### config.mk
export PLATFORM = sky130hd
export DESIGN_NAME = pff_flag_unit
export DESIGN_NICKNAME = d
export VERILOG_FILES = /design/src/rtl/pff_pkg.sv /design/src/rtl/pff_bus_map.sv /design/src/rtl/pff_offset_regs.sv /design/src/rtl/pff_flag_cmp.sv /design/src/rtl/pff_flag_unit.sv
export SDC_FILE = /design/constraint.sdc
export NUM_CORES = 1
export LEC_CHECK = 0
export ABC_CLOCK_PERIOD_IN_PS = 5600
export BUFFER_PORTS_ARGS = -buffer_cell sky130_fd_sc_hd__buf_2
export CORE_ASPECT_RATIO = 0.6
export CORE_MARGIN = 3
export CORE_UTILIZATION = 56
export DETAILED_ROUTE_END_ITERATION = 10
export PLACE_DENSITY = 0.83
export SLEW_MARGIN = 40
export SYNTH_ARGS = -nofsm -noshare
export SYNTH_HDL_FRONTEND = slang
export SYNTH_SLANG_ARGS = --single-unit
### constraint.sdc
create_clock -name clk -period 5.6 [get_ports clk]
set_input_delay 0.56 -clock clk [delete_from_list [all_inputs] [get_ports clk]]
set_output_delay 0.56 -clock clk [all_outputs]
set_load 0.02 [all_outputs]
### src/rtl/pff_pkg.sv
package pff_pkg;

    typedef enum logic {
        LOAD_PAR = 1'b0,
        LOAD_SER = 1'b1
    } load_mode_e;

    localparam int NUM_DFLT = 8;

    // Default offset for table index idx: 2^(idx+3) - 1.
    function automatic logic [31:0] dflt_offset(input logic [2:0] idx);
        logic [31:0] sh;
        sh = {29'd0, idx} + 32'd3;
        return (32'd1 << sh) - 32'd1;
    endfunction

endpackage

### src/rtl/pff_bus_map.sv
module pff_bus_map #(
    parameter int BUS_W = 36,
    parameter int OFS_W = 10
) (
    input  logic             ip_mode,
    input  logic [BUS_W-1:0] bus_in,
    output logic [OFS_W-1:0] ofs_out,
    input  logic [OFS_W-1:0] ofs_in,
    output logic [BUS_W-1:0] bus_out
);
    // Interspersed placement skips one bit after each group of eight.
    localparam int GRP = 8;

    logic [OFS_W-1:0] ofs_il;
    logic [OFS_W-1:0] ofs_nl;

    for (genvar k = 0; k < OFS_W; k++) begin : g_ext
        localparam int PK = k + k / GRP;
        assign ofs_il[k] = bus_in[PK];
        assign ofs_nl[k] = bus_in[k];
    end

    assign ofs_out = ip_mode ? ofs_il : ofs_nl;

    always_comb begin
        bus_out = '0;
        for (int k = 0; k < OFS_W; k++) begin
            if (ip_mode) begin
                bus_out[k + k / GRP] = ofs_in[k];
            end else begin
                bus_out[k] = ofs_in[k];
            end
        end
    end

endmodule

### src/rtl/pff_offset_regs.sv
module pff_offset_regs
    import pff_pkg::*;
#(
    parameter int OFS_W = 10
) (
    input  logic             clk,
    input  logic             rst_n,
    input  logic             prst_n,
    input  logic [1:0]       dflt_sel,
    input  logic             ip_sel,
    input  logic             ld,
    input  logic             wr_en,
    input  logic [OFS_W-1:0] wr_ofs,
    input  logic             rd_en,
    input  logic             ser_en,
    input  logic             ser_bit,
    output logic [OFS_W-1:0] ofs_e,
    output logic [OFS_W-1:0] ofs_f,
    output logic             ip_mode,
    output logic             rd_vld,
    output logic [OFS_W-1:0] rd_ofs
);
    localparam int              SB_W    = $clog2(2 * OFS_W);
    localparam logic [SB_W-1:0] SB_HALF = SB_W'(OFS_W);
    localparam logic [SB_W-1:0] SB_LAST = SB_W'(2 * OFS_W - 1);

    typedef struct packed {
        logic [OFS_W-1:0] ofs_e;
        logic [OFS_W-1:0] ofs_f;
        logic             tgl;
        logic [SB_W-1:0]  sbit;
        load_mode_e       mode;
        logic             ip;
        logic             rd_vld;
        logic [OFS_W-1:0] rd_ofs;
    } st_t;

    st_t st_d, st_q;

    logic             par_wr;
    logic             rb_req;
    logic             ser_sh;
    logic [OFS_W-1:0] dflt_val;

    assign par_wr   = wr_en & ld & (st_q.mode == LOAD_PAR);
    assign rb_req   = rd_en & ld;
    assign ser_sh   = ser_en & ld & (st_q.mode == LOAD_SER);
    assign dflt_val = OFS_W'(dflt_offset({ld, dflt_sel}));

    always_comb begin
        st_d        = st_q;
        st_d.rd_vld = 1'b0;
        if (!rst_n) begin
            st_d.ofs_e  = dflt_val;
            st_d.ofs_f  = dflt_val;
            st_d.tgl    = 1'b0;
            st_d.sbit   = '0;
            st_d.mode   = ld ? LOAD_SER : LOAD_PAR;
            st_d.ip     = ip_sel;
            st_d.rd_ofs = '0;
        end else if (!prst_n) begin
            st_d.tgl  = 1'b0;
            st_d.sbit = '0;
        end else begin
            if (ser_sh) begin
                if (st_q.sbit < SB_HALF) begin
                    st_d.ofs_e = OFS_W'({st_q.ofs_e, ser_bit});
                end else begin
                    st_d.ofs_f = OFS_W'({st_q.ofs_f, ser_bit});
                end
                st_d.sbit = (st_q.sbit == SB_LAST) ? '0 : st_q.sbit + 1'b1;
            end
            if (par_wr) begin
                if (!st_q.tgl) begin
                    st_d.ofs_e = wr_ofs;
                end else begin
                    st_d.ofs_f = wr_ofs;
                end
                st_d.tgl = ~st_q.tgl;
            end else if (rb_req) begin
                st_d.rd_vld = 1'b1;
                st_d.rd_ofs = st_q.tgl ? st_q.ofs_f : st_q.ofs_e;
                st_d.tgl    = ~st_q.tgl;
            end
        end
    end

    always_ff @(posedge clk) begin
        st_q <= st_d;
    end

    assign ofs_e   = st_q.ofs_e;
    assign ofs_f   = st_q.ofs_f;
    assign ip_mode = st_q.ip;
    assign rd_vld  = st_q.rd_vld;
    assign rd_ofs  = st_q.rd_ofs;

    // Input rule: write load and readback never share a cycle.
    p_one_access_r5: assert property (@(posedge clk) disable iff (!rst_n)
        !(ld && wr_en && rd_en));

    // Readback request yields valid data next cycle.
    p_rb_valid_r6: assert property (@(posedge clk) disable iff (!rst_n)
        (prst_n && ld && rd_en) |=> rd_vld);

    // Serial bit position stays inside its two-register window.
    p_sbit_range_r7: assert property (@(posedge clk) disable iff (!rst_n)
        st_q.sbit <= SB_LAST);

    // Serial shifts leave offsets alone in parallel mode.
    p_ser_ignored_r8: assert property (@(posedge clk) disable iff (!rst_n)
        (st_q.mode == LOAD_PAR && ld && ser_en && !wr_en)
        |=> ($stable(ofs_e) && $stable(ofs_f)));

    // Parallel writes leave offsets alone in serial mode.
    p_par_ignored_r8: assert property (@(posedge clk) disable iff (!rst_n)
        (st_q.mode == LOAD_SER && ld && wr_en && !ser_en)
        |=> ($stable(ofs_e) && $stable(ofs_f)));

    // Partial reset keeps both offsets.
    p_prst_keeps_r10: assert property (@(posedge clk) disable iff (!rst_n)
        !prst_n |=> ($stable(ofs_e) && $stable(ofs_f) && !rd_vld));

endmodule

### src/rtl/pff_flag_cmp.sv
module pff_flag_cmp #(
    parameter int DEPTH = 1024,
    parameter int CNT_W = 11,
    parameter int OFS_W = 10
) (
    input  logic             clk,
    input  logic             rst_n,
    input  logic [CNT_W-1:0] fill_cnt,
    input  logic [OFS_W-1:0] ofs_e,
    input  logic [OFS_W-1:0] ofs_f,
    output logic             ae_n,
    output logic             af_n
);
    localparam int CMP_W = ((CNT_W > OFS_W) ? CNT_W : OFS_W) + 1;

    typedef struct packed {
        logic ae_n;
        logic af_n;
    } fl_t;

    fl_t fl_d, fl_q;

    logic [CMP_W-1:0] cnt_w;
    logic [CMP_W-1:0] free_w;

    assign cnt_w  = CMP_W'(fill_cnt);
    assign free_w = CMP_W'(DEPTH) - cnt_w;

    always_comb begin
        fl_d = fl_q;
        if (!rst_n) begin
            fl_d.ae_n = 1'b0;
            fl_d.af_n = 1'b1;
        end else begin
            fl_d.ae_n = (cnt_w >= CMP_W'(ofs_e));
            fl_d.af_n = (free_w > CMP_W'(ofs_f));
        end
    end

    always_ff @(posedge clk) begin
        fl_q <= fl_d;
    end

    assign ae_n = fl_q.ae_n;
    assign af_n = fl_q.af_n;

    // An empty FIFO with a nonzero empty offset reads as almost empty.
    p_empty_low_r3: assert property (@(posedge clk) disable iff (!rst_n)
        ($past(rst_n) && $past(fill_cnt) == '0 && $past(ofs_e) != '0) |-> !ae_n);

    // A full FIFO always reads as almost full.
    p_full_low_r4: assert property (@(posedge clk) disable iff (!rst_n)
        ($past(rst_n) && $past(fill_cnt) == CNT_W'(DEPTH)) |-> !af_n);

    // An empty FIFO is not almost full while the full offset is below DEPTH.
    p_drained_high_r4: assert property (@(posedge clk) disable iff (!rst_n)
        ($past(rst_n) && $past(fill_cnt) == '0 && int'($past(ofs_f)) < DEPTH) |-> af_n);

endmodule

### src/rtl/pff_flag_unit.sv
module pff_flag_unit
    import pff_pkg::*;
#(
    parameter int DEPTH = 1024,
    parameter int OFS_W = 10,
    parameter int BUS_W = 36,
    parameter int CNT_W = $clog2(DEPTH + 1)
) (
    input  logic             clk,
    input  logic             rst_n,
    input  logic             prst_n,
    input  logic [1:0]       dflt_sel,
    input  logic             ip_sel,
    input  logic             ld,
    input  logic             wr_en,
    input  logic [BUS_W-1:0] wr_data,
    input  logic             rd_en,
    output logic             rd_vld,
    output logic [BUS_W-1:0] rd_data,
    input  logic             ser_en,
    input  logic             ser_bit,
    input  logic [CNT_W-1:0] fill_cnt,
    output logic             almost_empty_n,
    output logic             almost_full_n
);
    logic [OFS_W-1:0] wr_ofs;
    logic [OFS_W-1:0] rd_ofs;
    logic [OFS_W-1:0] ofs_e;
    logic [OFS_W-1:0] ofs_f;
    logic             ip_mode;

    pff_bus_map #(
        .BUS_W (BUS_W),
        .OFS_W (OFS_W)
    ) u_map (
        .ip_mode (ip_mode),
        .bus_in  (wr_data),
        .ofs_out (wr_ofs),
        .ofs_in  (rd_ofs),
        .bus_out (rd_data)
    );

    pff_offset_regs #(
        .OFS_W (OFS_W)
    ) u_regs (
        .clk      (clk),
        .rst_n    (rst_n),
        .prst_n   (prst_n),
        .dflt_sel (dflt_sel),
        .ip_sel   (ip_sel),
        .ld       (ld),
        .wr_en    (wr_en),
        .wr_ofs   (wr_ofs),
        .rd_en    (rd_en),
        .ser_en   (ser_en),
        .ser_bit  (ser_bit),
        .ofs_e    (ofs_e),
        .ofs_f    (ofs_f),
        .ip_mode  (ip_mode),
        .rd_vld   (rd_vld),
        .rd_ofs   (rd_ofs)
    );

    pff_flag_cmp #(
        .DEPTH (DEPTH),
        .CNT_W (CNT_W),
        .OFS_W (OFS_W)
    ) u_cmp (
        .clk      (clk),
        .rst_n    (rst_n),
        .fill_cnt (fill_cnt),
        .ofs_e    (ofs_e),
        .ofs_f    (ofs_f),
        .ae_n     (almost_empty_n),
        .af_n     (almost_full_n)
    );

    // The count input never exceeds the FIFO depth.
    p_cnt_bound_r4: assert property (@(posedge clk) disable iff (!rst_n)
        int'(fill_cnt) <= DEPTH);

endmodule

==> flow_summary.yaml, run 1 <==
critical_path:
  crit_fanout: 4
  r2r-start: "u_regs.st_q[18]"
  rrSetupSlack_ns: 3.57
  crit_chain: "buf_2 -> nor2_1 -> nand3_1 -> nor4_1 -> xnor2_1 -> ha_1 -> a211o_1 -> a2111oi_0 -> o22ai_1"
  critical_path_buf_inv_count: 1
  end_kind: "flip-flop"
  startpoint_type: "input pin"
  cp_data_required_time_ns: 5.78
  path_delay_family: "compound AO/OA/AOI/OAI gates"
  worstRegToRegCells: 4
  worst_path_max_delay_cell: "a2111oi_0"
  max_stage_delay_ns: 0.51
  path_class: "in2reg"
  worstPathArrival_ns: 3.02
  reg2reg_to: "u_regs.ofs_f[7]"
layout:
  drive_above_1_share_pct: 15.8
  multiInputGateArea_um2: 1680
  fin_nets: 467
  nFillCells: 472
  antenna_cells: 0
  fin_cells: 453
  seq_area_um2: 1040
  syn_to_final_growth_pct: 7.18
clock_network:
  cts_max_level: 2
  cts_tree: "done"
  cts.sinks: 41
  hold_buffers: 0
  worstSkewPairLatency_ns: 0.30
  path_clk_slew_ns: 0.09
  clk_path_buf_depth: 2
  postCtsSetupRepairBufs: 0
  cts_resized: 0
  root_buffer: "clkbuf_8"
  cts_buffers: 5
synth:
  synth_area_um2: 3020
  synth_area_leaders: "edfxtp_1, dfxtp_1, ha_1"
  ys_seq_elements: 41
  synth_common_cells: "nor2_1, buf_4, nand2_1, ha_1, edfxtp_1"
  ys_types: 48
  synth_top_area_share_pct: 21.9
  synth_edf_count: 22
  seq_area_frac_synth_pct: 34.5
  syn_area_per_cell_um2: 8.52
  synth_ff_type: "edfxtp_1"
  synth_warnings: 0
  synth.most_common_cell: "nor2_1"
  yosysTopAreaCell: "edfxtp_1"
  syn_inst: 354
  async_flop_share_pct: 0
global_route:
  grt_pass1_wl_um: 11200
  grt_max_degree: 31
  antenna_found_initial: 0
  grt_use_total_pct: 22.6
  grt_pass1_vias: 2253
  grt_overflow: 0
detailed_routing:
  first_pass_iters: 5
  finalWirelength_um: 7190
  drt_iter0_markers: 243
  via_per_inst: 5.72
  num_vias: 2592
  wl_per_cell_um: 15.9
  drc_errors: 0
  ant_nets: 0
run:
  maxCapViolCount: 0
place:
  gp_congestion: 0.907
  dp.final_hpwl_um: 5570
  portBuffers: 46
  place_inst: 445
sta:
  rsz0062_at_grt: "no"
  slew_violations: 0
  tightest_slew_ns: 0.798
  setup_viol: 0
  timing.fmax_ghz: 0.352
  setup_tns_ns: 0
  slew_headroom_pct: 46.7
  clock_skew_ns: 0.00708
  whs_ns: 0.437
  min_period_ns: 2.84
  hold_violations: 0
  fin_crit_sh_pct: 50.7
outcome:
  outcome: "finished, final reports clean"
hold_path:
  hold_path_class: "in2reg"
  whs_path_depth: 1
  worstHoldEndpoint: "u_regs.ip_mode"
  hp-start: "ip_sel"
floorplan:
  coreArea_um2: 5130
  initial_utilization_pct: 58.8
  io_pins: 97
  row_count: 20
  die_w_um: 101
  die_area_um2: 6330
  fp.dieH_um: 62.8
power:
  p_leak_nw: 1.38
  power.density_nw_per_um2: 243
  peakVddDrop_mv: 0.157
-- stage by stage --
step	util, %	total power [mW]	setup slack, ns	area, um^2
after floorplan	-	0.503	3.11	3110
after global placement	60.7	0.532	2.51	3120
after detailed placement	60.8	0.538	2.52	3120
after CTS	63.0	0.784	2.81	3230
after global routing	63.0	0.823	2.47	3230
final	63.0	0.786	2.76	3230
-- sequential cells by signal, summed over array words and instances (netlist names) --
register / count
u_regs.ofs_e: 10
u_regs.rd_vld: 1
u_cmp.af_n: 1
u_regs.ofs_f: 10
u_cmp.ae_n: 1
u_regs.ip_mode: 1
u_regs.rd_ofs: 10
u_regs.st_q: 7
-- power breakdown --
group | leakage (nW) | internal [mW] | total, mW | switching [mW]
clock network | 0.0587 | 0.134 | 0.250 | 0.116
logic | 0.944 | 0.0642 | 0.174 | 0.109
registers | 0.377 | 0.343 | 0.362 | 0.0186
total | 1.38 | 0.542 | 0.786 | 0.244
-- layout by cell type (no fill, tap or decap), types with 2 or more instances in the layout --
cell type	Yosys	routed
dfxtp_1	19	19
nand2_1	31	31
o21ai_0	7	7
o311ai_1	2	2
buf_2	2	46
edfxtp_1	22	22
nor2_1	41	41
conb_1	2	27
nor2b_1	6	6
xor2_1	7	7
a21oi_1	19	19
clkbuf_8	0	5
nand4_1	4	4
inv_1	21	21
a211oi_1	3	3
mux2_2	2	2
nor4_1	2	2
mux2i_1	8	8
o211ai_1	11	11
nand3_1	7	7
o21ai_1	18	18
nand2b_1	3	2
xnor2_1	5	5
o32ai_1	5	5
a31oi_1	4	4
nor3_1	10	10
and2_1	2	2
o221ai_1	6	6
ha_1	23	23
and3_1	2	2
-- worst max-delay path by stage --
stage                      startpoint    endpoint  slack [ns]  depth (start not counted)
after floorplan           fill_cnt[3]  u_cmp.af_n        3.11                          8
after global placement    fill_cnt[3]  u_cmp.af_n        2.51                          9
after detailed placement  fill_cnt[3]  u_cmp.af_n        2.52                          9
after CTS                 fill_cnt[3]  u_cmp.af_n        2.81                          9
after global routing      fill_cnt[3]  u_cmp.af_n        2.47                         10
final                     fill_cnt[3]  u_cmp.af_n        2.76                          9
-- cell families after synthesis --
logic type | synth area share [%]
AO/OA/AOI/OAI | 18.3
XOR/XNOR | 3.49
adder cells (fa/ha/maj) | 9.54
buffers and inverters | 13.0
flip-flops | 34.5
multiplexers | 4.27
other | 0.249
AND/OR/NAND/NOR | 16.6
-- layout make-up --
type                       count  share of cell area, %
clock buffer                   5                   2.13
clock inverter                 3                   1.39
inverter                      21                   2.44
timing repair buffer          47                   7.36
sequential                    41                   32.2
multi-input combinational    270                   51.9
tap                           66                   2.56
-- metal layers --
layer	wire length (um)	GRT usage, %	up-vias	part of all wire (%)
met1	3450	35.6	1195	48
met3	695	4.24	5	9.7
met5	0	0	-	0
met4	29	3.53	0	0.40
li1	-	-	1272	-
met2	3010	32.1	120	42
(Power assumes the default switching activity.)
==> inputs of run 2 (changes only) <==
--- a/config.mk
+++ b/config.mk
@@ -5,13 +5,14 @@
 export SDC_FILE = /design/constraint.sdc
 export NUM_CORES = 1
 export LEC_CHECK = 0
-export ABC_CLOCK_PERIOD_IN_PS = 5600
+export ABC_AREA = 1
+export ABC_CLOCK_PERIOD_IN_PS = 2800
 export BUFFER_PORTS_ARGS = -buffer_cell sky130_fd_sc_hd__buf_2
 export CORE_ASPECT_RATIO = 0.6
 export CORE_MARGIN = 3
-export CORE_UTILIZATION = 56
+export CORE_UTILIZATION = 53
 export DETAILED_ROUTE_END_ITERATION = 10
-export PLACE_DENSITY = 0.83
+export PLACE_DENSITY = 0.78
 export SLEW_MARGIN = 40
 export SYNTH_ARGS = -nofsm -noshare
 export SYNTH_HDL_FRONTEND = slang
==> constraint.sdc (replaced) <==
create_clock -name clk -period 2.8 [get_ports clk]
set_input_delay 0.28 -clock clk [delete_from_list [all_inputs] [get_ports clk]]
set_output_delay 0.28 -clock clk [all_outputs]
set_load 0.02 [all_outputs]
==> run 2 against run 1 <==
Compared with the run above: setup slack lost 1.9 ns; highest routed layer unchanged; via count up 13%; first-iteration DRC count decreased by 2.9%; worst hold slack worse by 0.28 ns.
==> flow_summary.yaml, run 2 <==
critical_path:
  max_stage_delay_ns: 0.26
  end_kind: "flip-flop"
  reg2reg_to: "u_regs.ofs_e[4]"
  crit_chain: "buf_2 -> inv_1 -> ha_1 -> nand3_1 -> nor3_1 -> xor2_1 -> inv_1 -> ha_1 -> nand2_1 -> nor2_1 -> nand2_1 -> nand2_1 -> nand2_1 -> nand2_1 -> nand2_1 -> nand3_1"
  r2r-start: "u_regs.st_q[12]"
  path_class: "in2reg"
  cp_common_cell: "nand2_1"
  startpoint_type: "input pin"
  rrSetupSlack_ns: 0.86
  worst_path_max_delay_cell: "ha_1"
  cp_data_required_time_ns: 3.04
  worstRegToRegCells: 7
  worstPathArrival_ns: 2.19
  crit_fanout: 4
synth:
  synth_area_leaders: "edfxtp_1, dfxtp_1, nand2_1"
  synth_area_um2: 3240
  seq_area_frac_synth_pct: 32.1
  synth_ff_type: "edfxtp_1"
  synth.most_common_cell: "nand2_1"
  async_flop_share_pct: 0
  ys_seq_elements: 41
  synth_warnings: 0
  syn_inst: 447
  syn_area_per_cell_um2: 7.24
  synth_top_area_share_pct: 20.4
  synth_edf_count: 22
  ys_types: 33
  synth_common_cells: "nand2_1, inv_1, buf_4, a21oi_1, nand3_1"
  yosysTopAreaCell: "edfxtp_1"
place:
  dpl_cell_area_um2: 3330
  gp_congestion: 0.894
  dp.final_hpwl_um: 6060
  portBuffers: 46
clock_network:
  cts.sinks: 41
  clk_path_buf_depth: 2
  path_clk_slew_ns: 0.08
  postCtsSetupRepairBufs: 0
  cts_buffers: 5
  root_buffer: "clkbuf_8"
  cts_tree: "done"
  cts_resized: 0
  worstSkewPairLatency_ns: 0.30
  cts_max_level: 2
  hold_buffers: 0
global_route:
  grt_use_total_pct: 22.6
  grt_overflow: 0
  grt_pass1_wl_um: 12600
  grt_pass1_vias: 2630
  grt_max_degree: 30
  antenna_found_initial: 0
layout:
  syn_to_final_growth_pct: 6.07
  fin_area_um2: 3430
  postLayoutCoreUtil_pct: 60.0
  layout_commonest_cell: "nand2_1"
  layout_common_cells: "nand2_1, inv_1, buf_2, a21oi_1, nand3_1"
  fin_nets: 561
  antenna_cells: 0
  drive_above_1_share_pct: 14.8
floorplan:
  fp.dieH_um: 66.5
  row_count: 21
  io_pins: 97
  die_area_um2: 7110
  coreArea_um2: 5730
  initial_utilization_pct: 56.5
  die_w_um: 107
sta:
  tightest_slew_ns: 0.514
  setup_tns_ns: 0
  min_period_ns: 1.94
  fin_crit_sh_pct: 69.4
  slew_violations: 0
  timing.fmax_ghz: 0.515
  setup_viol: 0
  hold_violations: 0
  slew_headroom_pct: 65.7
  clock_skew_ns: 0.00546
  rsz0062_at_grt: "no"
detailed_routing:
  via_per_inst: 5.21
  finalWirelength_um: 7810
  ant_nets: 0
  wl_per_cell_um: 13.9
  num_vias: 2921
  drc_errors: 0
  first_pass_iters: 5
  drt_iter0_markers: 236
power:
  peakVddDrop_mv: 0.294
  power.density_nw_per_um2: 467
  p_leak_nw: 1.76
  p_total_mw: 1.60
hold_path:
  hp-start: "ip_sel"
  whs_path_depth: 1
  hold_path_class: "in2reg"
  worstHoldEndpoint: "u_regs.ip_mode"
outcome:
  outcome: "finished, final reports clean"
run:
  maxCapViolCount: 0
## run 2: cell types whose count changed in the layout (fill, tap and decap cells not counted), moves of 6 or more
cell / change
inv_1: +38
mux2i_1: -8
a21oi_1: +10
nand2_1: +70
o221ai_1: -6
o211ai_1: -9
nor2_1: -18
nand3_1: +22
o21ai_0: +21
nor2b_1: -6
o21ai_1: -7
## run 2: worst max path at each step
| stage | start | to | slack, ns | cells past startpoint |
|---|---|---|---|---|
| floorplan | fill_cnt[0] | u_cmp.af_n | 0.96 | 15 |
| global placement | fill_cnt[0] | u_cmp.af_n | 0.66 | 16 |
| detailed placement | fill_cnt[0] | u_cmp.af_n | 0.57 | 16 |
| CTS | u_regs.st_q[12] | u_regs.ofs_e[4] | 0.87 | 7 |
| global route | u_regs.st_q[12] | u_regs.ofs_e[8] | 0.62 | 7 |
| finish | fill_cnt[0] | u_cmp.af_n | 0.86 | 16 |
## run 2: layout make-up
type,instances,area [um^2]
fill,566,2290
multi-input combinational,322,1710
sequential,41,1040
timing repair buffer,48,245
inverter,62,233
tap,80,100
clock buffer,6,72.6
clock inverter,2,33.8
## run 2: layer usage
metal	GRT usage (%)	vias to the layer above	share of wire, %
met5	0	-	0
li1	-	1474	-
met3	5.81	9	9.2
met4	5.26	0	0.88
met1	31.3	1306	45
met2	35.6	132	45
## run 2: report_power, final
group	switching [mW]	internal [mW]
Clock	0.210	0.263
Sequential	0.0323	0.687
Combinational	0.270	0.140
## run 2: cells by family after synthesis
family                     count (synthesis)  synth area share [%]
and+or+nand+nor                          178                  24.1
AOI/OAI and AO/OA                         84                  13.9
other                                      2                 0.232
xor gates and xnor gates                  10                  2.70
DFF                                       41                  32.1
buffers and inverters                    109                  18.0
adders and majority gates                 23                  8.89
## run 2: through the flow
step | setup WS [ns] | cells | hold slack [ns]
finish | 0.857 | 561 | 0.157
global route | 0.624 | 561 | 0.151
CTS | 0.868 | 561 | 0.152
detailed placement | 0.570 | 553 | 0.465
global placement | 0.663 | 553 | 0.458
floorplan | 0.955 | 472 | 0.379
## run 2: worst max-delay path: cells and delay by family
kind,cells,cell delay [ns]
AND/OR/NAND/NOR,10,0.94
adder cells (fa/ha/maj),2,0.47
buffers and inverters,3,0.30
XOR/XNOR,1,0.18
==> inputs of run 3 (changes only) <==
--- a/config.mk
+++ b/config.mk
@@ -6,7 +6,7 @@
 export NUM_CORES = 1
 export LEC_CHECK = 0
 export ABC_AREA = 1
-export ABC_CLOCK_PERIOD_IN_PS = 2800
+export ABC_CLOCK_PERIOD_IN_PS = 1900
 export BUFFER_PORTS_ARGS = -buffer_cell sky130_fd_sc_hd__buf_2
 export CORE_ASPECT_RATIO = 0.6
 export CORE_MARGIN = 3
==> constraint.sdc (replaced) <==
create_clock -name clk -period 1.9 [get_ports clk]
set_input_delay 0.19 -clock clk [delete_from_list [all_inputs] [get_ports clk]]
set_output_delay 0.19 -clock clk [all_outputs]
set_load 0.02 [all_outputs]
==> run 3 against run 2 <==
Compared with the run above: critical path type is now reg2reg; clock power rose by 57%; cell area rose by 3.6%; non-clock buffer count rose by 14; routed wire length rose by 1.4%.
==> flow_summary.yaml, run 3 (synthesis results as in run 2) <==
outcome:
  outcome: "finished, final reports clean"
detailed_routing:
  drc_errors: 0
  first_pass_iters: 5
  finalWirelength_um: 7920
  via_per_inst: 5.22
  num_vias: 3002
  wl_per_cell_um: 13.8
  ant_nets: 0
  drt_iter0_markers: 277
layout:
  fin_nets: 575
  layout_commonest_cell: "nand2_1"
  fin_cells: 575
  drive_above_1_share_pct: 18.0
  nFillCells: 538
  syn_to_final_growth_pct: 9.85
  layout_common_cells: "nand2_1, inv_1, buf_2, a21oi_1, nand3_1"
  antenna_cells: 0
critical_path:
  rrSetupSlack_ns: 0.19
  end_kind: "flip-flop"
  crit_fanout: 19
  cp_data_required_time_ns: 1.94
  path_class: "reg2reg"
  startpoint_type: "flip-flop"
  worstPathArrival_ns: 1.75
floorplan:
  fp.dieH_um: 66.5
  io_pins: 97
  die_area_um2: 7110
  row_count: 21
  die_w_um: 107
  initial_utilization_pct: 56.5
  coreArea_um2: 5730
power:
  peakVddDrop_mv: 0.333
  p_total_mw: 2.43
  power.density_nw_per_um2: 683
  p_leak_nw: 1.83
run:
  maxCapViolCount: 0
sta:
  slew_violations: 0
  tightest_slew_ns: 0.503
  clock_skew_ns: 0.00657
  hold_violations: 0
  min_period_ns: 1.71
  rsz0062_at_grt: "no"
  setup_tns_ns: 0
  fin_crit_sh_pct: 90.1
  whs_ns: 0.0691
  slew_headroom_pct: 66.5
  setup_viol: 0
  timing.fmax_ghz: 0.584
clock_network:
  path_clk_slew_ns: 0.09
  cts_resized: 0
  postCtsSetupRepairBufs: 0
  cts_buffers: 5
  clk_path_buf_depth: 2
  hold_buffers: 0
  cts_max_level: 2
  worstSkewPairLatency_ns: 0.29
  cts_tree: "done"
  root_buffer: "clkbuf_8"
  cts.sinks: 41
global_route:
  grt_overflow: 0
  grt_pass1_vias: 2652
  antenna_found_initial: 0
  grt_max_degree: 28
  grt_use_total_pct: 22.5
  grt_pass1_wl_um: 12700
place:
  dp.final_hpwl_um: 6180
  place_inst: 567
  gp_congestion: 0.938
  portBuffers: 46
hold_path:
  hold_path_class: "in2reg"
run 3: cell count changes in the layout (fill, tap and decap cells not counted):
cell,before,now
ha_1,23,22
nor3_1,7,6
buf_4,2,16
nor3_2,0,1
clkbuf_8,5,6
inv_1,59,58
ha_2,0,1
clkinv_1,1,0
inv_2,3,4
run 3: per-layer routing:
metal	GRT usage, %	up-vias	share of wire [%]
li1	-	1493	-
met1	32.9	1372	48
met2	34.7	128	44
met3	4.16	9	7.3
met4	4.31	0	0.80
met5	0	-	0
run 3: worst paths after layout:
| kind | startpoint | end | cells past startpoint |
|---|---|---|---|
| setup / recovery | u_regs.st_q[12] | u_regs.ofs_e[6] | 7 |
| hold / removal | ip_sel | u_regs.ip_mode | 1 |
| setup reg to reg | u_regs.st_q[12] | u_regs.ofs_e[6] | 7 |
| hold reg to reg | u_regs.rd_ofs[8] | u_regs.rd_ofs[8] | 2 |
run 3: metrics by stage:
step	utilization [%]	setup WS (ns)	instance area, um^2
floorplan	-	0.145	3330
global placement	59.9	-0.0273	3430
detailed placement	59.9	-0.0755	3430
CTS	62.0	0.216	3550
global route	62.1	0.0125	3560
finish	62.1	0.187	3560
run 3: layout make-up:
type	count	area (um^2)	share of cell area, %
multi-input cells	322	1720	48.3
flip-flops and latches	41	1040	29.3
repair buffers	62	350	9.85
inverters	62	233	6.54
well taps	80	100	2.81
clock buffers	7	86.3	2.43
clock inverters	1	30.0	0.844
run 3: power by group:
part	internal [mW]	total, mW	switching [mW]
clock network	0.429	0.742	0.314
logic	0.220	0.626	0.406
registers	1.01	1.06	0.0478
run 3: critical path: stages, from the launching register on:
cell and delay (ns):
edfxtp_1 0.44, nand2_2 0.09, nor2_4 0.10, nand3_2 0.34, a21oi_1 0.26, o21ai_1 0.08
nand3_1 0.08, nand2_1 0.06
